### src/rtl/dac_seq_pkg.sv
package dac_seq_pkg;

  typedef enum logic [2:0] {
    S_IDLE, S_LOW, S_HIGH, S_STAGE, S_COMMIT, S_CLRSU, S_CLRLO
  } seq_state_e;

  function automatic int unsigned ns_to_cyc(int unsigned ns, int unsigned per);
    int unsigned c;
    c = (ns + per - 1) / per;
    return (c == 0) ? 1 : c;
  endfunction

  function automatic int unsigned max2(int unsigned a, int unsigned b);
    return (a > b) ? a : b;
  endfunction

endpackage

### src/rtl/dac_seq_timer.sv
module dac_seq_timer #(
  parameter int unsigned CNT_W = 5
) (
  input  logic             clk_i,
  input  logic             rst_ni,
  input  logic             load_i,
  input  logic [CNT_W-1:0] val_i,
  output logic             zero_o
);
  logic [CNT_W-1:0] cnt_q;

  always_ff @(posedge clk_i or negedge rst_ni) begin
    if (!rst_ni)             cnt_q <= '0;
    else if (load_i)         cnt_q <= val_i;
    else if (cnt_q != '0)    cnt_q <= cnt_q - 1'b1;
  end

  assign zero_o = (cnt_q == '0);
endmodule

### src/rtl/dac_seq_shift.sv
module dac_seq_shift #(
  parameter int unsigned FRAME_W = 16
) (
  input  logic               clk_i,
  input  logic               rst_ni,
  input  logic               load_i,
  input  logic [FRAME_W-1:0] frame_i,
  input  logic               shift_i,
  output logic               bit_o,
  output logic               last_o
);
  localparam int unsigned LEFT_W = $clog2(FRAME_W + 1);

  logic [FRAME_W-1:0] sr_q;
  logic [LEFT_W-1:0]  left_q;

  always_ff @(posedge clk_i or negedge rst_ni) begin
    if (!rst_ni) begin
      sr_q   <= '0;
      left_q <= '0;
    end else if (load_i) begin
      sr_q   <= frame_i;
      left_q <= LEFT_W'(FRAME_W);
    end else if (shift_i) begin
      sr_q   <= {sr_q[FRAME_W-2:0], 1'b0};
      left_q <= left_q - 1'b1;
    end
  end

  assign bit_o  = sr_q[FRAME_W-1];
  assign last_o = (left_q == LEFT_W'(1));
endmodule

### src/rtl/dac_seq.sv
module dac_seq
  import dac_seq_pkg::*;
#(
  parameter int unsigned CODE_W        = 12,
  parameter int unsigned CH_W          = 2,
  parameter int unsigned PAD_W         = 2,
  parameter int unsigned CLK_PERIOD_NS = 5,
  parameter int unsigned T_DS_NS       = 25,
  parameter int unsigned T_DH_NS       = 20,
  parameter int unsigned T_CH_NS       = 30,
  parameter int unsigned T_CL_NS       = 50,
  parameter int unsigned T_CSS_NS      = 55,
  parameter int unsigned T_CSH_NS      = 15,
  parameter int unsigned T_LD1_NS      = 40,
  parameter int unsigned T_LD2_NS      = 15,
  parameter int unsigned T_LDRW_NS     = 45,
  parameter int unsigned T_LDDW_NS     = 45,
  parameter int unsigned T_RSSH_NS     = 25,
  parameter int unsigned T_RSTW_NS     = 70
) (
  input  logic              clk_i,
  input  logic              rst_ni,
  input  logic              req_valid_i,
  output logic              req_ready_o,
  input  logic              req_clear_i,
  input  logic              req_mid_i,
  input  logic [CH_W-1:0]   req_chan_i,
  input  logic [CODE_W-1:0] req_code_i,
  input  logic              req_stage_i,
  input  logic              req_commit_i,
  output logic              done_o,
  output logic              dac_sclk_o,
  output logic              dac_sel_no,
  output logic              dac_sdata_o,
  output logic              dac_stage_no,
  output logic              dac_commit_no,
  output logic              dac_clr_no,
  output logic              dac_clrmid_o
);
  localparam int unsigned FRAME_W = CH_W + PAD_W + CODE_W;
  localparam int unsigned P       = CLK_PERIOD_NS;

  // phase lengths in cycles, each covering every rule that bounds it
  localparam int unsigned N_LOW   = max2(ns_to_cyc(T_CL_NS, P), ns_to_cyc(T_DS_NS, P));
  localparam int unsigned N_LOW0  = max2(N_LOW, max2(ns_to_cyc(T_CSS_NS, P), ns_to_cyc(T_LD1_NS, P)));
  localparam int unsigned N_HIGH  = max2(ns_to_cyc(T_CH_NS, P), ns_to_cyc(T_DH_NS, P));
  localparam int unsigned N_HIGHL = max2(N_HIGH, max2(ns_to_cyc(T_CSH_NS, P), ns_to_cyc(T_LD2_NS, P)));
  localparam int unsigned N_STAGE = ns_to_cyc(T_LDRW_NS, P);
  localparam int unsigned N_COMM  = ns_to_cyc(T_LDDW_NS, P);
  localparam int unsigned N_CLRSU = ns_to_cyc(T_RSSH_NS, P);
  localparam int unsigned N_CLRLO = ns_to_cyc(T_RSTW_NS, P);
  localparam int unsigned N_MAX   = max2(max2(max2(N_LOW0, N_HIGHL), max2(N_STAGE, N_COMM)),
                                         max2(N_CLRSU, N_CLRLO));
  localparam int unsigned CNT_W   = $clog2(N_MAX) + 1;

  localparam logic [CNT_W-1:0] L_LOW   = CNT_W'(N_LOW - 1);
  localparam logic [CNT_W-1:0] L_LOW0  = CNT_W'(N_LOW0 - 1);
  localparam logic [CNT_W-1:0] L_HIGH  = CNT_W'(N_HIGH - 1);
  localparam logic [CNT_W-1:0] L_HIGHL = CNT_W'(N_HIGHL - 1);
  localparam logic [CNT_W-1:0] L_STAGE = CNT_W'(N_STAGE - 1);
  localparam logic [CNT_W-1:0] L_COMM  = CNT_W'(N_COMM - 1);
  localparam logic [CNT_W-1:0] L_CLRSU = CNT_W'(N_CLRSU - 1);
  localparam logic [CNT_W-1:0] L_CLRLO = CNT_W'(N_CLRLO - 1);

  seq_state_e       state_q;
  logic             want_stage_q, want_commit_q;
  logic             tload, tzero, last_bit;
  logic [CNT_W-1:0] tval;
  logic             sh_load, sh_shift;

  assign req_ready_o = (state_q == S_IDLE);
  assign sh_load     = req_ready_o && req_valid_i && !req_clear_i;
  assign sh_shift    = (state_q == S_HIGH) && tzero && !last_bit;

  dac_seq_timer #(.CNT_W(CNT_W)) u_timer (
    .clk_i  (clk_i),
    .rst_ni (rst_ni),
    .load_i (tload),
    .val_i  (tval),
    .zero_o (tzero)
  );

  dac_seq_shift #(.FRAME_W(FRAME_W)) u_shift (
    .clk_i   (clk_i),
    .rst_ni  (rst_ni),
    .load_i  (sh_load),
    .frame_i ({req_chan_i, {PAD_W{1'b0}}, req_code_i}),
    .shift_i (sh_shift),
    .bit_o   (dac_sdata_o),
    .last_o  (last_bit)
  );

  always_comb begin
    tload = 1'b0;
    tval  = '0;
    unique case (state_q)
      S_IDLE:  if (req_valid_i) begin
                 tload = 1'b1;
                 tval  = req_clear_i ? L_CLRSU : L_LOW0;
               end
      S_LOW:   if (tzero) begin
                 tload = 1'b1;
                 tval  = last_bit ? L_HIGHL : L_HIGH;
               end
      S_HIGH:  if (tzero) begin
                 tload = 1'b1;
                 tval  = !last_bit   ? L_LOW   :
                         want_stage_q ? L_STAGE : L_COMM;
               end
      S_STAGE: if (tzero) begin
                 tload = 1'b1;
                 tval  = L_COMM;
               end
      S_CLRSU: if (tzero) begin
                 tload = 1'b1;
                 tval  = L_CLRLO;
               end
      default: ;
    endcase
  end

  always_ff @(posedge clk_i or negedge rst_ni) begin
    if (!rst_ni) begin
      state_q       <= S_IDLE;
      want_stage_q  <= 1'b0;
      want_commit_q <= 1'b0;
      done_o        <= 1'b0;
      dac_sclk_o    <= 1'b1;
      dac_sel_no    <= 1'b1;
      dac_stage_no  <= 1'b1;
      dac_commit_no <= 1'b1;
      dac_clr_no    <= 1'b1;
      dac_clrmid_o  <= 1'b0;
    end else begin
      done_o <= 1'b0;
      unique case (state_q)
        S_IDLE: if (req_valid_i) begin
          if (req_clear_i) begin
            dac_clrmid_o <= req_mid_i;
            state_q      <= S_CLRSU;
          end else begin
            want_stage_q  <= req_stage_i;
            want_commit_q <= req_commit_i;
            dac_sel_no    <= 1'b0;
            dac_sclk_o    <= 1'b0;
            state_q       <= S_LOW;
          end
        end
        S_LOW: if (tzero) begin
          dac_sclk_o <= 1'b1;
          state_q    <= S_HIGH;
        end
        S_HIGH: if (tzero) begin
          if (!last_bit) begin
            dac_sclk_o <= 1'b0;
            state_q    <= S_LOW;
          end else begin
            // select rises with the clock still high: no extra shift edge
            dac_sel_no <= 1'b1;
            if (want_stage_q) begin
              dac_stage_no <= 1'b0;
              state_q      <= S_STAGE;
            end else if (want_commit_q) begin
              dac_commit_no <= 1'b0;
              state_q       <= S_COMMIT;
            end else begin
              done_o  <= 1'b1;
              state_q <= S_IDLE;
            end
          end
        end
        S_STAGE: if (tzero) begin
          dac_stage_no <= 1'b1;
          if (want_commit_q) begin
            dac_commit_no <= 1'b0;
            state_q       <= S_COMMIT;
          end else begin
            done_o  <= 1'b1;
            state_q <= S_IDLE;
          end
        end
        S_COMMIT: if (tzero) begin
          dac_commit_no <= 1'b1;
          done_o        <= 1'b1;
          state_q       <= S_IDLE;
        end
        S_CLRSU: if (tzero) begin
          dac_clr_no <= 1'b0;
          state_q    <= S_CLRLO;
        end
        S_CLRLO: if (tzero) begin
          dac_clr_no <= 1'b1;
          done_o     <= 1'b1;
          state_q    <= S_IDLE;
        end
        default: state_q <= S_IDLE;
      endcase
    end
  end
endmodule

### config.mk
export PLATFORM = sky130hd
export DESIGN_NAME = dac_seq
export DESIGN_NICKNAME = d
export VERILOG_FILES = /design/src/rtl/dac_seq_pkg.sv /design/src/rtl/dac_seq_timer.sv /design/src/rtl/dac_seq_shift.sv /design/src/rtl/dac_seq.sv
export SDC_FILE = /design/constraint.sdc
export NUM_CORES = 1
export LEC_CHECK = 0
export BUFFER_PORTS_ARGS = -buffer_cell sky130_fd_sc_hd__buf_2
export CAP_MARGIN = 20
export CORE_MARGIN = 3
export CORE_UTILIZATION = 61
export DETAILED_ROUTE_END_ITERATION = 10
export PLACE_DENSITY = 0.82
export SLEW_MARGIN = 20
export SYNTH_ARGS = -nofsm -noshare
export SYNTH_HDL_FRONTEND = slang
export SYNTH_HIERARCHICAL = 1
export SYNTH_SLANG_ARGS = --single-unit
export TNS_END_PERCENT = 1
### constraint.sdc
create_clock -name clk_i -period 5.2 [get_ports clk_i]
set_input_delay 0.26 -clock clk_i [delete_from_list [all_inputs] [get_ports clk_i]]
set_output_delay 0.26 -clock clk_i [all_outputs]
set_load 0.01 [all_outputs]
==> metrics <==
Final Cycle Share=54.4%; max-slew violation count=0; Multi-input gate area=between 1000 and 1500 um^2; Synth Area in Compound Gates=14.3%; largest net degree at the start of global routing=40; failing checks=hold timing; xor-xnor portion of the synthesized cell area=under 10%; vias in the first global route=around 1600; chip width=64.9 um; CTS buffer count=5; DPL Wire Length=approximately 2600 um; pwr dens=approximately 560 nW/um^2; arrival time at the worst endpoint=between 3 and 4 ns; Max-Cap Viols=0; DIE HEIGHT=64.9 um; worst hold slack=-0.00849 ns; Synth area leader=dfrtp_1; Post-Synth Simple-Gate Area=a little under a fifth; Worst path slowest cell=nor4b_4; hold buffers post-CTS=0; total track usage=a little over a fifth; CTS Root Cell=clkbuf_4; static leakage=0.980 nW; WL/cell=13.7 um; unrepaired setup endpoints after global routing=no; total gr overflow=0; FF+latch area=between 900 and 1000 um^2; # nets final=between 200 and 300; final core occ=approximately three quarters; share of cells above drive strength 1=between 20% and 30%; DR vias/cell=approximately 5.6; Hold Vio Cnt, Final=29; Slew @ Worst Pin=0.900 ns; DIE AREA=around 4200 um^2; Yosys reg bits=38; antenna-violating nets left=0; Fillers=between 200 and 250; main combinational cell family by area after synthesis=simple AND/OR/NAND/NOR gates; Placed Cells=275; critical path launch point type=register; post-synthesis adder-cell area fraction=under 10%; Area contributors post-synth=dfrtp_1 (39%), mux2i_1 (8.0%), dfstp_2 (6.2%); Syn Area/Cell=between 9 and 10 um^2; total routed wirelength=around 3900 um; first-pass GRT wire length=roughly 7000 um; YS warnings=6; CTS clk-pin slew, worst paths=roughly 0.12 ns; clk sink count=38; Layout Skew=about 0.0072 ns; clock insertion delay at the later pin of the skew report=approximately 0.35 ns; via count=about 1600; Setup Viol. Count Final=0; fmax=0.353 GHz; min-delay worst type=input port to asynchronous set/reset pin; CP most frequent cell=nor4b_4; DRC errors left=0; initial antenna violation count=0; Power, Total=1.31 mW; num rows=20; critical path's largest stage delay=between 0.7 and 0.8 ns; ant diodes=0; Longest Clk Path Bufs=2; status=finished with violations; post-synthesis mux area share=a little under an eighth; Slew HR=39.7%; Yosys top cell area share=a little under 40%; Synth-to-Final Area Change=9.88%; port buffer count=29; cells after synthesis=between 200 and 250; H-Tree Level Count=2; WP data required=between 5 and 6 ns; IR drop worst, VDD=0.319 mV; Post-CTS Resized=0; Post-CTS Setup Inserts=0; Cell variety after synth=39; core outline area=around 3200 um^2; critical path class=register to register; setup TNS=0 ns; Setup crit end kind=register; Starting Density=66.5%; I/O pins=30; Seq/Total Area, Yosys=between 40% and 50%; largest fanout on the critical path=23; TritonCTS clock tree=built; crit path time final=~2.8 ns; post-route non-filler standard cell count=roughly 280; Synth Cell Area=around 2100 um^2; DRT iter0 DRCs=76; router iterations before antenna repair=4; routability-driven placement congestion ratio=0.795; worst path cell trace=inv_1, ha_1, nor4b_4, nand2b_1, nor3_2, buf_4, nor4b_4, mux2_4
==> critical path: cells and delay by family (launching register included) <==
family	cells	cell delay, ns
buf+inv	2	0.42
simple gates	4	1.38
flops	1	0.39
fa+ha+maj	1	0.21
mux	1	0.32
==> area by class of cell <==
class / count / area share, %
multi-input combinational: 156 / 44.9
sequential: 38 / 41.2
timing repair buffer: 32 / 7.22
tap: 44 / 2.37
clock inverter: 3 / 1.94
clock buffer: 5 / 1.62
inverter: 5 / 0.808
==> final timing paths <==
check | start | end | slack [ns] | cells after the start
setup / recovery | u_timer/cnt_q[0] | u_shift/left_q[3] | 2.37 | 8
hold / removal | rst_ni | u_shift/sr_q[5] | -0.008 | 1
setup reg to reg | u_timer/cnt_q[0] | u_shift/left_q[3] | 2.37 | 8
hold reg to reg | dac_stage_no | dac_stage_no | 0.50 | 2
max in group asynchronous | rst_ni | done_o | 4.69 | 1
min in group clk_i | req_code_i[5] | u_shift/sr_q[5] | 0.11 | 3
==> report_power, final <==
group          switching [mW]  total [mW]  internal, mW
sequential              0.145       0.588         0.444
clock                   0.102       0.203         0.101
combinational           0.264       0.518         0.254
==> state kept, by name (all words and copies together) (netlist names) <==
signal / cells
dac_clr_no: 1
u_shift/sr_q: 16
dac_clrmid_o: 1
u_shift/left_q: 5
state_q: 3
want_commit_q: 1
dac_commit_no: 1
dac_stage_no: 1
want_stage_q: 1
dac_sclk_o: 1
u_timer/cnt_q: 5
done_o: 1
dac_sel_no: 1
==> kinds of logic (layout without fill, tap and decap cells) <==
logic type	after synthesis	count (layout)
simple gates	71	71
compound gates	52	52
flops	38	38
mux	23	23
buf+inv	21	45
xor+xnor	4	4
fa+ha+maj	3	3
other cells	1	3
==> synth_stat cells <==
cell type / instances
ha_1: 3
clkbuf_1: 5
buf_6: 4
mux2i_1: 17
nor4b_4: 2
buf_2: 6
o21ai_1: 1
inv_1: 5
and3b_1: 2
a21bo_2: 1
buf_8: 1
o22a_1: 1
xnor2_1: 4
a21oi_1: 14
o31ai_1: 3
dfrtp_1: 33
dfstp_2: 5
o21ai_2: 1
nor3_1: 3
nor3_4: 1
a21o_1: 1
mux2_2: 3
o32a_1: 1
o21ai_0: 25
nor2_1: 13
nand2_1: 26
nand2b_1: 5
conb_1: 1
nor4b_1: 1
and4bb_2: 1
mux2_4: 3
nor3b_1: 3
o22ai_1: 1
a211oi_1: 1
o211a_1: 1
nor2b_1: 8
nand3_1: 4
a32o_1: 1
nand3b_1: 2
==> cells in the final DEF, fill, tap and decap left out, types with 2 or more instances in the layout <==
cell / instances
nand3_1: 4
nor2b_1: 8
and3b_1: 2
mux2_4: 3
ha_1: 3
o31ai_1: 3
xnor2_1: 4
nand2_1: 26
dfstp_2: 5
inv_1: 5
nor4b_4: 2
nand3b_1: 2
nor2_1: 13
dfrtp_1: 33
buf_4: 3
a21oi_1: 14
clkbuf_4: 5
clkinvlp_4: 2
buf_2: 29
nor3_1: 2
mux2i_1: 17
nand2b_1: 5
o21ai_0: 25
mux2_2: 3
conb_1: 3
nor3b_1: 3
==> routing by layer <==
layer  track usage [%]  vias to the layer above  wire, um
met5                 0                        -         0
li1                  -                      789         -
met1              25.4                      756      1660
met4              7.92                        0        45
met3              4.16                        5       198
met2              37.5                       40      1980
==> metrics by stage <==
stage	setup slack, ns	hold WS, ns	area [um^2]
after floorplan	3.04	-0.0356	2120
after global placement	2.44	0.401	2240
after detailed placement	2.37	0.407	2240
after CTS	2.37	0.00901	2320
after global routing	2.04	0.0283	2320
final	2.37	-0.00849	2320
Power figures use the tool's default switching activity.
